--- config.mk ---
export PLATFORM = sky130hd
export DESIGN_NAME = sdram_page_tracker
export DESIGN_NICKNAME = d
export VERILOG_FILES = /design/src/rtl/spt_pkg.sv /design/src/rtl/spt_bank_table.sv /design/src/rtl/spt_cmd_seq.sv /design/src/rtl/sdram_page_tracker.sv
export SDC_FILE = /design/constraint.sdc
export NUM_CORES = 1
export LEC_CHECK = 0
export BUFFER_PORTS_ARGS = -buffer_cell sky130_fd_sc_hd__buf_2
export CAP_MARGIN = 20
export CORE_MARGIN = 2
export CORE_UTILIZATION = 62
export DETAILED_ROUTE_END_ITERATION = 10
export PLACE_DENSITY = 0.85
export SYNTH_ARGS = -nofsm -noshare
export SYNTH_HDL_FRONTEND = slang
export SYNTH_SLANG_ARGS = --single-unit
--- constraint.sdc ---
create_clock -name clk -period 4.21 [get_ports clk]
set_input_delay 0.421 -clock clk [delete_from_list [all_inputs] [get_ports clk]]
set_output_delay 0.421 -clock clk [all_outputs]
set_load 0.02 [all_outputs]
--- src/rtl/spt_pkg.sv ---
package spt_pkg;
   typedef enum logic [2:0] {
      CMD_NOP = 3'd0,
      CMD_ACT = 3'd1,
      CMD_RD  = 3'd2,
      CMD_WR  = 3'd3,
      CMD_PRE = 3'd4,
      CMD_REF = 3'd5
   } spt_cmd_e;

   typedef enum logic [2:0] {
      S_IDLE,
      S_PRE,
      S_ACT,
      S_COL,
      S_PALL,
      S_REF
   } spt_state_e;
endpackage

--- src/rtl/spt_bank_table.sv ---
module spt_bank_table #(
   parameter int BANKS = 4,
   parameter int ROW_W = 13,
   localparam int BANK_W = $clog2(BANKS)
) (
   input  logic              clk,
   input  logic              rst_n,
   input  logic [BANK_W-1:0] look_bank,
   input  logic [ROW_W-1:0]  look_row,
   output logic              look_open,
   output logic              look_match,
   output logic              any_open,
   input  logic              act_en,
   input  logic [BANK_W-1:0] act_bank,
   input  logic [ROW_W-1:0]  act_row,
   input  logic              pre_en,
   input  logic [BANK_W-1:0] pre_bank,
   input  logic              pre_all
);
   logic [BANKS-1:0] open_vec;
   logic [ROW_W-1:0] row_arr [BANKS];

   for (genvar b = 0; b < BANKS; b++) begin : g_bank
      logic             open_r;
      logic [ROW_W-1:0] row_r;
      always_ff @(posedge clk) begin
         if (!rst_n) begin
            open_r <= 1'b0;
            row_r  <= '0;
         end else if (pre_all || (pre_en && pre_bank == BANK_W'(b))) begin
            open_r <= 1'b0;
         end else if (act_en && act_bank == BANK_W'(b)) begin
            open_r <= 1'b1;
            row_r  <= act_row;
         end
      end
      assign open_vec[b] = open_r;
      assign row_arr[b]  = row_r;
   end

   assign look_open  = open_vec[look_bank];
   assign look_match = (row_arr[look_bank] == look_row);
   assign any_open   = |open_vec;


   act_to_open_chk: assert property (@(posedge clk) disable iff (!rst_n)
      act_en |-> !open_vec[act_bank]);


   pre_to_idle_chk: assert property (@(posedge clk) disable iff (!rst_n)
      pre_en |-> open_vec[pre_bank]);
endmodule

--- src/rtl/spt_cmd_seq.sv ---
module spt_cmd_seq
   import spt_pkg::*;
#(
   parameter int BANKS  = 4,
   parameter int ROW_W  = 13,
   parameter int COL_W  = 10,
   parameter int T_RP   = 3,
   parameter int T_RCD  = 2,
   parameter int T_CL   = 3,
   parameter int AP_BIT = 10,
   localparam int BANK_W  = $clog2(BANKS),
   localparam int LAT_MAX = 1 + T_RP + T_RCD + T_CL,
   localparam int LAT_W   = $clog2(LAT_MAX + 1),
   localparam int GAP_MAX = (T_RP > T_RCD) ? T_RP : T_RCD,
   localparam int CNT_W   = $clog2(GAP_MAX + 1)
) (
   input  logic              clk,
   input  logic              rst_n,
   input  logic              req_valid,
   output logic              req_ready,
   input  logic              req_write,
   input  logic [BANK_W-1:0] req_bank,
   input  logic [ROW_W-1:0]  req_row,
   input  logic [COL_W-1:0]  req_col,
   input  logic              ref_req,
   input  logic              look_open,
   input  logic              look_match,
   input  logic              any_open,
   output logic              act_en,
   output logic [BANK_W-1:0] act_bank,
   output logic [ROW_W-1:0]  act_row,
   output logic              pre_en,
   output logic [BANK_W-1:0] pre_bank,
   output logic              pre_all,
   output logic              cmd_valid,
   output spt_cmd_e          cmd_code,
   output logic [BANK_W-1:0] cmd_bank,
   output logic [ROW_W-1:0]  cmd_addr,
   output logic              rd_lat_valid,
   output logic [LAT_W-1:0]  rd_lat
);
   spt_state_e        state_q, state_d;
   logic [CNT_W-1:0]  cnt_q, cnt_d;
   logic [LAT_W-1:0]  lat_q, lat_d;
   logic              wr_q;
   logic [BANK_W-1:0] bank_q;
   logic [ROW_W-1:0]  row_q;
   logic [COL_W-1:0]  col_q;
   logic              accept;
   logic              gap_wait;

   assign req_ready = (state_q == S_IDLE) && !ref_req;
   assign accept    = req_ready && req_valid;
   assign gap_wait  = (cnt_q != '0);

   always_comb begin
      state_d      = state_q;
      cnt_d        = cnt_q;
      lat_d        = lat_q;
      cmd_code     = CMD_NOP;
      cmd_bank     = '0;
      cmd_addr     = '0;
      act_en       = 1'b0;
      pre_en       = 1'b0;
      pre_all      = 1'b0;
      rd_lat_valid = 1'b0;
      unique case (state_q)
         S_IDLE: begin
            if (ref_req) begin
               cnt_d   = '0;
               state_d = any_open ? S_PALL : S_REF;
            end else if (req_valid) begin
               cnt_d = '0;
               if (look_open && look_match) begin
                  state_d = S_COL;
                  lat_d   = LAT_W'(1 + T_CL);
               end else if (look_open) begin
                  state_d = S_PRE;
                  lat_d   = LAT_W'(1 + T_RP + T_RCD + T_CL);
               end else begin
                  state_d = S_ACT;
                  lat_d   = LAT_W'(1 + T_RCD + T_CL);
               end
            end
         end
         S_PRE: begin
            cmd_code = CMD_PRE;
            cmd_bank = bank_q;
            pre_en   = 1'b1;
            cnt_d    = CNT_W'(T_RP - 1);
            state_d  = S_ACT;
         end
         S_ACT: begin
            if (gap_wait) begin
               cnt_d = cnt_q - 1'b1;
            end else begin
               cmd_code = CMD_ACT;
               cmd_bank = bank_q;
               cmd_addr = row_q;
               act_en   = 1'b1;
               cnt_d    = CNT_W'(T_RCD - 1);
               state_d  = S_COL;
            end
         end
         S_COL: begin
            if (gap_wait) begin
               cnt_d = cnt_q - 1'b1;
            end else begin
               cmd_code              = wr_q ? CMD_WR : CMD_RD;
               cmd_bank              = bank_q;
               cmd_addr[COL_W-1:0]   = col_q;
               rd_lat_valid          = !wr_q;
               state_d               = S_IDLE;
            end
         end
         S_PALL: begin
            cmd_code         = CMD_PRE;
            cmd_addr[AP_BIT] = 1'b1;
            pre_all          = 1'b1;
            cnt_d            = CNT_W'(T_RP - 1);
            state_d          = S_REF;
         end
         S_REF: begin
            if (gap_wait) begin
               cnt_d = cnt_q - 1'b1;
            end else begin
               cmd_code = CMD_REF;
               pre_all  = 1'b1;
               state_d  = S_IDLE;
            end
         end
         default: state_d = S_IDLE;
      endcase
   end

   assign cmd_valid = (cmd_code != CMD_NOP);
   assign act_bank  = bank_q;
   assign act_row   = row_q;
   assign pre_bank  = bank_q;
   assign rd_lat    = lat_q;

   always_ff @(posedge clk) begin
      if (!rst_n) begin
         state_q <= S_IDLE;
         cnt_q   <= '0;
         lat_q   <= '0;
         wr_q    <= 1'b0;
         bank_q  <= '0;
         row_q   <= '0;
         col_q   <= '0;
      end else begin
         state_q <= state_d;
         cnt_q   <= cnt_d;
         lat_q   <= lat_d;
         if (accept) begin
            wr_q   <= req_write;
            bank_q <= req_bank;
            row_q  <= req_row;
            col_q  <= req_col;
         end
      end
   end

   // Checker counters: cycles since acceptance, since last precharge, since last activate
   logic [LAT_W-1:0] el_q;
   logic [CNT_W-1:0] pre_gap_q, act_gap_q;
   always_ff @(posedge clk) begin
      if (!rst_n) begin
         el_q      <= '0;
         pre_gap_q <= CNT_W'(T_RP);
         act_gap_q <= CNT_W'(T_RCD);
      end else begin
         if (accept)
            el_q <= LAT_W'(1);
         else if (state_q != S_IDLE && el_q != '1)
            el_q <= el_q + 1'b1;
         if (cmd_code == CMD_PRE)
            pre_gap_q <= CNT_W'(1);
         else if (pre_gap_q < CNT_W'(T_RP))
            pre_gap_q <= pre_gap_q + 1'b1;
         if (cmd_code == CMD_ACT)
            act_gap_q <= CNT_W'(1);
         else if (act_gap_q < CNT_W'(T_RCD))
            act_gap_q <= act_gap_q + 1'b1;
      end
   end


   rd_lat_match_chk: assert property (@(posedge clk) disable iff (!rst_n)
      (cmd_code == CMD_RD) |-> (rd_lat == el_q + LAT_W'(T_CL)));


   rp_gap_chk: assert property (@(posedge clk) disable iff (!rst_n)
      (cmd_code == CMD_ACT || cmd_code == CMD_REF) |-> (pre_gap_q >= CNT_W'(T_RP)));


   rcd_gap_chk: assert property (@(posedge clk) disable iff (!rst_n)
      (cmd_code == CMD_RD || cmd_code == CMD_WR) |-> (act_gap_q >= CNT_W'(T_RCD)));


   ref_first_chk: assert property (@(posedge clk) disable iff (!rst_n)
      (state_q == S_IDLE && ref_req) |=>
         ((cmd_code == CMD_PRE && cmd_addr[AP_BIT]) || cmd_code == CMD_REF));


   ref_closed_chk: assert property (@(posedge clk) disable iff (!rst_n)
      (cmd_code == CMD_REF) |-> !any_open);
endmodule

--- src/rtl/sdram_page_tracker.sv ---
module sdram_page_tracker
   import spt_pkg::*;
#(
   parameter int BANKS  = 4,
   parameter int ROW_W  = 13,
   parameter int COL_W  = 10,
   parameter int T_RP   = 3,
   parameter int T_RCD  = 2,
   parameter int T_CL   = 3,
   parameter int AP_BIT = 10,
   localparam int BANK_W  = $clog2(BANKS),
   localparam int LAT_MAX = 1 + T_RP + T_RCD + T_CL,
   localparam int LAT_W   = $clog2(LAT_MAX + 1)
) (
   input  logic              clk,
   input  logic              rst_n,
   input  logic              req_valid,
   output logic              req_ready,
   input  logic              req_write,
   input  logic [BANK_W-1:0] req_bank,
   input  logic [ROW_W-1:0]  req_row,
   input  logic [COL_W-1:0]  req_col,
   input  logic              ref_req,
   output logic              cmd_valid,
   output logic [2:0]        cmd_code,
   output logic [BANK_W-1:0] cmd_bank,
   output logic [ROW_W-1:0]  cmd_addr,
   output logic              rd_lat_valid,
   output logic [LAT_W-1:0]  rd_lat
);
   if (BANKS < 2 || (BANKS & (BANKS - 1)) != 0) begin : g_bad_banks
      $error("BANKS must be a power of two, at least 2");
   end
   if (T_RP < 1 || T_RCD < 1 || T_CL < 1) begin : g_bad_timing
      $error("T_RP, T_RCD and T_CL must each be at least 1");
   end
   if (AP_BIT >= ROW_W || COL_W > AP_BIT) begin : g_bad_addr
      $error("AP_BIT must lie above the column field and inside the row field");
   end

   logic              look_open, look_match, any_open;
   logic              act_en, pre_en, pre_all;
   logic [BANK_W-1:0] act_bank, pre_bank;
   logic [ROW_W-1:0]  act_row;
   spt_cmd_e          cmd_e;

   spt_bank_table #(
      .BANKS (BANKS),
      .ROW_W (ROW_W)
   ) u_table (
      .clk        (clk),
      .rst_n      (rst_n),
      .look_bank  (req_bank),
      .look_row   (req_row),
      .look_open  (look_open),
      .look_match (look_match),
      .any_open   (any_open),
      .act_en     (act_en),
      .act_bank   (act_bank),
      .act_row    (act_row),
      .pre_en     (pre_en),
      .pre_bank   (pre_bank),
      .pre_all    (pre_all)
   );

   spt_cmd_seq #(
      .BANKS  (BANKS),
      .ROW_W  (ROW_W),
      .COL_W  (COL_W),
      .T_RP   (T_RP),
      .T_RCD  (T_RCD),
      .T_CL   (T_CL),
      .AP_BIT (AP_BIT)
   ) u_seq (
      .clk          (clk),
      .rst_n        (rst_n),
      .req_valid    (req_valid),
      .req_ready    (req_ready),
      .req_write    (req_write),
      .req_bank     (req_bank),
      .req_row      (req_row),
      .req_col      (req_col),
      .ref_req      (ref_req),
      .look_open    (look_open),
      .look_match   (look_match),
      .any_open     (any_open),
      .act_en       (act_en),
      .act_bank     (act_bank),
      .act_row      (act_row),
      .pre_en       (pre_en),
      .pre_bank     (pre_bank),
      .pre_all      (pre_all),
      .cmd_valid    (cmd_valid),
      .cmd_code     (cmd_e),
      .cmd_bank     (cmd_bank),
      .cmd_addr     (cmd_addr),
      .rd_lat_valid (rd_lat_valid),
      .rd_lat       (rd_lat)
   );

   assign cmd_code = cmd_e;
endmodule

==> Yosys cells after proc, flatten, opt, wreduce, memory -nomap -nowiden <==
Cells that the tools add are included.
{ "classes": {"n_bitwise": 7, "n_mux": 38, "n_reduce_logical": 37, "n_lt_le_gt_ge": 2, "n_addsub": 1, "n_eq_ne": 13} }
{ "op_table": {"columns": ["cell", "n"], "rows": [
  ["13-bit two-way mux", 3],
  ["13-bit binary-select mux with 2-bit select", 1],
  ["3-bit two-way mux", 7],
  ["10-bit case mux with 2 select lines", 1],
  ["3-bit case mux with 5 select lines", 1],
  ["2-bit two-way mux", 7],
  ["2-bit OR reduction", 7],
  ["13-bit equality test", 1],
  ["3-bit case mux with 4 select lines", 1],
  ["1-bit logical AND", 11],
  ["10-bit two-way mux", 1],
  ["1-bit two-way mux", 9],
  ["3-bit AND reduction", 3],
  ["4-bit two-way mux", 2],
  ["2-bit case mux with 4 select lines", 1],
  ["2-bit AND reduction", 4],
  ["3-bit by 2-bit equality test with 1-bit output (second input constant)", 2],
  ["3-bit equality test (second input constant)", 2],
  ["1-bit NOT", 6],
  ["2-bit equality test (second input constant)", 2],
  ["1-bit logical OR", 4],
  ["2-bit != test (second input constant)", 2],
  ["1-bit case mux with 2 select lines", 2],
  ["2-bit case mux with 2 select lines", 1],
  ["other kinds (16)", 17]
]} }
{ "word_totals": {"reg_bits": 91, "input_bits": 30, "out_inout_bits": 25, "word_cells": 113} }

==> Depth between registers and ports, before layout <==
Gate-level depths: netlist of run 1.
{ "depth": {"ltp_word": 10, "depth_mapped": 8, "mapped_depth_nobuf": 7} }

==> Modules after synthesis <==
From an unflattened synthesis of run 1, not the netlist that was laid out.
{ "hier_totals": {"cells_unflattened": 463, "hier_area_um2": 4426.7} }
{ "modules_own_cells": {"columns": ["module", "instances", "area_each_um2", "seq_area_each_um2", "cells_per_inst"], "rows": [
  ["spt_bank_table", 1, 2667.6, 1121.1, 248],
  ["spt_cmd_seq", 1, 1759.2, 680.7, 215]
]} }

==> Least setup slack after synthesis of run 1 <==
No wires, ideal clock.
{ "synth_path": {"path_kind": "register -> register", "from": "register u_seq.state_q[2]", "to": "register u_seq.lat_q[0] (netlist: u_seq.rd_lat[0])", "n_path_buf": 0, "period_less_slack_ps": 2442, "arrival_time_ps": 2324, "slack_ps": 1768, "stages_incl_launch_ff": 6, "required_ps": 4091, "cell_sequence": "dfxtp_1 nor4_1 nand2_1 and2_1 or3_1 o221a_2"} }
{ "synth_via": {"elab_chain_len": 2} }
{ "synth_rtl": {"columns": ["item", "line_no", "source"], "rows": [
  ["start: declaration", "spt_cmd_seq.sv:42", "spt_state_e state_q, state_d;"],
  ["start signal: assignment", "spt_cmd_seq.sv:152", "state_q <= state_d;"],
  ["3-bit logical NOT", "spt_cmd_seq.sv:67", "unique case (state_q)"],
  ["3-bit AND reduction (no line)", null, null],
  ["end signal: assignment", "spt_cmd_seq.sv:154", "lat_q <= lat_d;"],
  ["end: declaration", "spt_cmd_seq.sv:44", "logic [LAT_W-1:0] lat_q, lat_d;"]
]} }
No other way between the ends.
A chain may end at the register's enable or synchronous reset.

==> Worst setup path in the final report of run 1 <==
{ "layout_path": {"from": "register u_seq.cnt_q[0]", "to": "output cmd_addr[11]"} }
{ "layout_via": {"elab_chain_len": 3} }
{ "layout_rtl": {"columns": ["item", "line_no", "source"], "rows": [
  ["start: declaration", "spt_cmd_seq.sv:43", "logic [CNT_W-1:0] cnt_q, cnt_d;"],
  ["start signal: assignment", "spt_cmd_seq.sv:153", "cnt_q <= cnt_d;"],
  ["2-bit nonzero test", "spt_cmd_seq.sv:54", "assign gap_wait = (cnt_q != '0);"],
  ["13-bit two-way mux", "spt_cmd_seq.sv:94", "if (gap_wait) begin"],
  ["2-bit two-way mux", "spt_cmd_seq.sv:67", null],
  ["end: declaration", "sdram_page_tracker.sv:27", "output logic [ROW_W-1:0] cmd_addr,"]
]} }
No other way between the ends.

==> metrics.md, run 1 <==
| Metric | Value |
|---|---|
| Outcome | completed |
| Type of the most critical hold path | input pin to flop |
| Switching share of total power | 0.308 |
| Initial core utilization | 0.643 |
| Cts hold-fix bufs | 0 |
| Routed length on met3 | 572 um |
| Cell variety after synth | 43 |
| Setup repair bufs after CTS | 0 |
| Final Hold Vio Count | 0 |
| Clock-pin slew on the worst setup and hold paths | 100 ps |
| CP cell instances | inv_1 > ha_1 > nand3b_1 > nor2_1 > and2_1 > buf_2 |
| Async SR Flop Fraction | 0 |
| Synth area leader | dfxtp_1 |
| List of most frequent post-synthesis cells | nand2_1, dfxtp_1, a21boi_0 |
| R2r endpoint | u_table.g_bank[3].row_r[4]$_SDFFE_PN0P_ |
| Die H | 87.9 um |
| Critical Path RT | 3790 ps |
| GRT Overall Usage | 0.275 |
| Max incr delay on CP | 580 ps |
| Layout area overhead | 11.5% |
| Hold Startpoint | req_col[4] |
| Inserted Diodes | 0 |
| Vias in the first global route | 3382 |
| YS warnings | 0 |
| Core Area | 6790 um^2 |
| P_int | 1.38 mW |
| Footprint of the multi-input gates | 2390 um^2 |
| Routed met1 length | 4.59 mm |
| Syn avg cell area | 8.60 um^2 |
| Post-synth EDFFs | 0 |
| Sequential fraction of the synthesis area | 0.413 |
| Setup violators final | 0 |
| Logic gate share of total power | 0.199 |
| WHS Endpoint | u_seq.col_q[4]$_SDFFE_PN0P_ |
| Share of cells above drive strength 1 | 0.161 |
| H-Tree Depth | 3 |
| Reg2Reg Depth | 7 |
| Main area contributors after synthesis | dfxtp_1, nand2_1, a21boi_0 |
| Syn nets | 540 |
| Clock sink count | 90 |
| Clock Power Share | 0.325 |
| Total Wirelength | 10.2 mm |
| Largest net degree at the start of global routing | 88 |
| Max frequency | 332 MHz |
| Count leader, synth | nand2_1 |
| PortBufs | 54 |
| Post-DP Area | 4660 um^2 |
| Buffer depth of the longest clock path | 2 |
| Clock tree from TritonCTS | yes |
| Tcrit/Tclk final | 0.715 |
| CP max stage cell | nand3b_1 |
| Worst Path Max Fanout | 19 |
| Post-CTS resize count | 0 |
| Final net count | 576 |
| Global-route wire length before repair | 16.1 mm |
| Critical Path Source Type | flop |
| RSZ-0062 raised after global routing | no |
| Min cycle time layout | 3010 ps |
| Initial antenna violation count | 0 |
| Yosys reg bits | 90 |
| I/O pin count | 55 |
| Die area | 7730 um^2 |
| FF/Latch Area | 1800 um^2 |
| Cells after Synth | 508 |
| Post-DRT Antenna Nets | 0 |
| DR top layer | met4 |
| RR Startpoint | u_seq.cnt_q[0]$_SDFFE_PN0P_ |
| Drt initial violations | 234 |
| Max Slew Vio Count | 0 |
| Worst Path Arrival | 2590 ps |
| Die X-Extent | 87.9 um |
| Post-synth top area share | 0.413 |
| Crit path kind | flop to primary output |
| Slew @ Worst Pin | 742 ps |
| Drt via density | 5.74 |
| Synthesized area | 4370 um^2 |
| Max transition margin | 0.504 |
| HPWL Detailed | 6.75 mm |
| Main flop type after synthesis | dfxtp_1 |
| Num rows | 30 |
| Max_cap viols | 0 |
| Skew final | 12.8 ps |
| Drt pass-1 iters | 5 |
| Routed vias | 3695 |
| Avg WL per Cell | 15.8 um |
| Total Power | 1.99 mW |
| Lkg Pwr | 1.81 nW |
| Routability cong. | 0.842 |
| Layout fillers | 504 |
| Switching power | 611 uW |
| Register-to-register setup slack | 1490 ps |
| TritonCTS Buffers | 9 |
| Worst VDD drop | 149 uV |
| Clk_lat worst skew | 370 ps |
| Pwr Density | 408 nW/um^2 |
| Clock Tree Root | clkbuf_8 |
| WL met2 | 4.74 mm |
| Crit path capture type | primary output |
| Remaining DRCs | 0 |
| GRT Residual Overflow | 0 |
| Final instance area | 4870 um^2 |
| Reg power frac | 0.476 |
| Setup_tns | 0 ps |
| Worst hold path stage count | 3 |
## final cells by class
class | instances | share of cell area
Clock buffer | 9 | 0.0254
Tap cell | 96 | 0.0247
Sequential cell | 90 | 0.370
Timing Repair Buffer | 62 | 0.0678
Clock inverter | 6 | 0.0185
Inverter | 4 | 0.00308
Multi-Input combinational cell | 377 | 0.491
## critical path, delay by kind of cell, from the launching register on
family	cells	cell delay [ps]
simple gates	3	1200
flops	1	390
fa+ha+maj	1	370
buf+inv	2	260
## cells by family (layout without fill, tap and decap cells)
logic type | Yosys count | after routing | synth area share
adders and majority gates | 2 | 2 | 0.00573
muxes | 27 | 27 | 0.112
DFF | 90 | 90 | 0.413
buffers and inverters | 41 | 81 | 0.0415
xor gates and xnor gates | 13 | 13 | 0.0261
and+or+nand+nor | 229 | 229 | 0.219
AOI/OAI and AO/OA | 106 | 106 | 0.184
## routing by layer
metal	vias up	GRT usage
li1	1801	-
met1	1741	0.351
met2	129	0.450
met3	24	0.0377
met4	0	0.154
met5	-	0
## cell usage in the layout (no fill, tap or decap), drive strengths merged, types with 3 or more instances in the layout
cell	count
a21boi	81
mux2i	12
clkbuf	9
nand3	4
a21o	3
inv	6
dfxtp	90
nor2	21
nor4	4
xnor2	10
buf	62
mux4	14
or3	6
o221a	4
a21oi	3
nor3	6
nand2b	3
and2	5
nand2	170
o21ai	5
xor2	3
## state kept, by name (all words and copies together), names as in the netlist
signal,cells
u_seq.act_row,13
u_seq.rd_lat,3
u_seq.act_bank,2
u_seq.col_q,10
u_seq.wr_q,1
u_seq.state_q,3
u_table.g_bank.row_r,52
u_seq.cnt_q,2
u_table.g_bank.open_r,4
## worst max-delay path by stage
| stage | cells past startpoint | to | startpoint | slack, ps |
|---|---|---|---|---|
| floorplan | 5 | u_seq.rd_lat[0]$_SDFFE_PN0P_ | u_seq.state_q[2]$_SDFFE_PN0P_ | 1770 |
| global placement | 6 | u_seq.state_q[1]$_SDFFE_PN0P_ | req_bank[0] | 1640 |
| detailed placement | 7 | u_table.g_bank[3].row_r[4]$_SDFFE_PN0P_ | u_seq.cnt_q[0]$_SDFFE_PN0P_ | 1570 |
| CTS | 6 | cmd_addr[11] | u_seq.cnt_q[0]$_SDFFE_PN0P_ | 1250 |
| global route | 6 | cmd_addr[11] | u_seq.cnt_q[0]$_SDFFE_PN0P_ | 1000 |
| finish | 6 | cmd_addr[11] | u_seq.cnt_q[0]$_SDFFE_PN0P_ | 1200 |
## per-stage QoR
stage | util | hold slack (ps) | setup WS (ps) | std cells
after CTS | 0.717 | 285 | 1250 | 644
after detailed placement | 0.685 | 457 | 1570 | 629
after global placement | 0.685 | 446 | 1640 | 629
final | 0.717 | 288 | 1200 | 644
after floorplan | - | 439 | 1770 | 508
after global routing | 0.717 | 288 | 998 | 644
## power by group through the flow
stage | registers (mW) | logic, mW | clock network [mW]
6_report | 0.945 | 0.396 | 0.646
2_1_floorplan | 0.938 | 0.308 | 0
5_1_grt | 0.953 | 0.436 | 0.690
3_5_place_dp | 0.964 | 0.393 | 0
4_1_cts | 0.944 | 0.394 | 0.655
3_3_place_gp | 0.961 | 0.385 | 0
Power figures use the tool's default switching activity.
==> inputs of run 2 (changes only) <==
CORE_UTILIZATION = 52   (was 62)
PLACE_DENSITY = 0.76   (was 0.85)
clock period = 2.6 ns   (was 4.21 ns; I/O delays follow)
==> metrics.md, run 2 (synthesized netlist as in run 1, its figures left out) <==
| Metric | Value |
|---|---|
| Outcome | completed |
| Inserted Diodes | 0 (unchanged) |
| Die X-Extent | 95.6 um (+8.8%) |
| Die area | 9150 um^2 (+18%) |
| Switching share of total power | 0.307 (-0.000833) |
| Avg WL per Cell | 15.7 um (-0.72%) |
| Slew @ Worst Pin | 648 ps (-93.9 ps) |
| Reg2Reg Depth | 5 (-2) |
| Critical Path Source Type | flop |
| Top reg by flops | u_table.g_bank.row_r |
| Clk_lat worst skew | 350 ps (-20 ps) |
| End point of the critical path | cmd_valid |
| Pwr Density | 655 nW/um^2 (+61%) |
| Drt via density | 5.53 (-3.6%) |
| Post-DRT Antenna Nets | 0 (unchanged) |
| Logic gate share of total power | 0.215 (+0.016) |
| Final net count | 588 (+2.1%) |
| Worst Path Max Fanout | 11 (-8) |
| Worst Path Arrival | 2080 ps (-510 ps) |
| Clock-pin slew on the worst setup and hold paths | 90 ps (about the same) |
| Initial antenna violation count | 0 (unchanged) |
| Layout area overhead | 13.9% |
| Hold Startpoint | req_col[8] |
| Min cycle time layout | 2340 ps |
| Clock Tree Root | clkbuf_8 |
| Routability cong. | 0.841 (-0.18%) |
| Max Slew Vio Count | 0 (unchanged) |
| Drt initial violations | 273 (+17%) |
| Clock sink count | 90 (unchanged) |
| Buffer depth of the longest clock path | 2 (unchanged) |
| Setup violators final | 0 (unchanged) |
| Tcrit/Tclk final | 0.899 |
| Max frequency | 428 MHz |
| TritonCTS Buffers | 9 (unchanged) |
| PortBufs | 54 (unchanged) |
| GRT Residual Overflow | 0 (unchanged) |
| Switching power | 1000 uW (+64%) |
| Drt pass-1 iters | 5 (unchanged) |
| Lkg Pwr | 1.87 nW (+3.2%) |
| Clock tree from TritonCTS | yes |
| Total Wirelength | 10.4 mm (+2.5%) |
| Setup repair bufs after CTS | 0 (unchanged) |
| FF/Latch Area | 1800 um^2 (unchanged) |
| Worst VDD drop | 310 uV (+110%) |
| Global-route wire length before repair | 16.6 mm (+2.6%) |
| Most common cell after layout, fill and taps aside | nand2_1 |
| RSZ-0062 raised after global routing | no |
| I/O pin count | 55 (unchanged) |
| Largest net degree at the start of global routing | 32 (-64%) |
| Skew final | 10.8 ps (-1.95 ps) |
| Post-CTS resize count | 0 (unchanged) |
| Initial core utilization | 0.534 (-0.109) |
| Cts hold-fix bufs | 0 (unchanged) |
| Layout fillers | 689 (+37%) |
| R2r endpoint | u_seq.rd_lat[0]$_SDFFE_PN0P_ |
| Num rows | 33 (+10%) |
| Max_cap viols | 0 (unchanged) |
| Largest register FFs | 52 (unchanged) |
| P_int | 2.26 mW (+64%) |
| Routed vias | 3680 (-0.41%) |
| Critical Path RT | 2340 ps (-1450 ps) |
| Crit path capture type | primary output |
| Type of the most critical hold path | input pin to flop |
| GRT Overall Usage | 0.239 (-0.0359) |
| Die H | 95.6 um (+8.8%) |
| Final Hold Vio Count | 0 (unchanged) |
| Reg power frac | 0.466 (-0.010) |
| Most frequent cells in the layout | nand2_1, dfxtp_1, a21boi_0, buf_2, nor2_1 |
| Setup_tns | 0 ps (unchanged) |
| Post-DP Area | 4760 um^2 (+2.2%) |
| Share of cells above drive strength 1 | 0.179 (+0.0180) |
| Final instance area | 4970 um^2 (+2.1%) |
| Register-to-register setup slack | 450 ps (-1040 ps) |
| H-Tree Depth | 3 (unchanged) |
| RR Startpoint | u_seq.state_q[2]$_SDFFE_PN0P_ |
| Footprint of the multi-input gates | 2390 um^2 (unchanged) |
| Crit path kind | flop to primary output |
| Vias in the first global route | 3412 (+0.89%) |
| HPWL Detailed | 7.23 mm (+7.2%) |
| Core Area | 8180 um^2 (+20%) |
| Remaining DRCs | 0 (unchanged) |
| Clock Power Share | 0.319 (-0.006) |
| Worst setup path start | u_seq.cnt_q[0]$_SDFFE_PN0P_ |
| Max transition margin | 0.564 (+0.0601) |
-- run 2: final cells by class --
type / count / area share
Multi-Input combinational cell: 377 / 0.481
Sequential cell: 90 / 0.362
Timing Repair Buffer: 74 / 0.0845
Tap cell: 105 / 0.0264
Clock buffer: 9 / 0.0249
Clock inverter: 6 / 0.0181
Inverter: 4 / 0.00302
-- run 2: worst min path at each step --
stage,to,slack [ps],cells past startpoint
global route,u_seq.col_q[5]$_SDFFE_PN0P_,150,3
finish,u_seq.col_q[8]$_SDFFE_PN0P_,140,3
CTS,u_seq.col_q[8]$_SDFFE_PN0P_,140,3
floorplan,u_seq.act_row[12]$_SDFFE_PN0P_,400,2
global placement,u_table.g_bank[3].row_r[11]$_SDFFE_PN0P_,450,2
detailed placement,u_table.g_bank[3].row_r[10]$_SDFFE_PN0P_,460,2
-- run 2: layer usage --
| metal | up-vias | track usage | part of all wire |
|---|---|---|---|
| met5 | - | 0 | 0 |
| met4 | 0 | 0.0762 | 0.016 |
| met3 | 12 | 0.0435 | 0.053 |
| met2 | 101 | 0.403 | 0.48 |
| met1 | 1739 | 0.310 | 0.45 |
| li1 | 1828 | - | - |
-- run 2: power by group through the flow --
stage | Clock [mW] | Combinational [mW] | Sequential (mW)
floorplan | 0 | 0.499 | 1.52
global placement | 0 | 0.680 | 1.54
detailed placement | 0 | 0.696 | 1.55
CTS | 1.05 | 0.699 | 1.52
global route | 1.11 | 0.770 | 1.53
finish | 1.04 | 0.701 | 1.52
-- run 2: critical path: stages, from the launching register on --
cell and delay [ps]:
dfxtp_1 480, inv_1 80, ha_1 220, buf_4 180
nor2_1 120, a211oi_1 100, or3_1 380, buf_2 160
-- run 2: per-stage QoR --
stage / setup WS (ps) / total power [mW] / hold slack, ps / utilization / std cells
CTS: 246 / 3.27 / 137 / 0.608 / 665
detailed placement: 236 / 2.24 / 456 / 0.582 / 650
floorplan: 158 / 2.02 / 405 / - / 508
global placement: 287 / 2.23 / 446 / 0.582 / 650
global route: 87.3 / 3.41 / 146 / 0.608 / 665
finish: 262 / 3.26 / 142 / 0.608 / 665
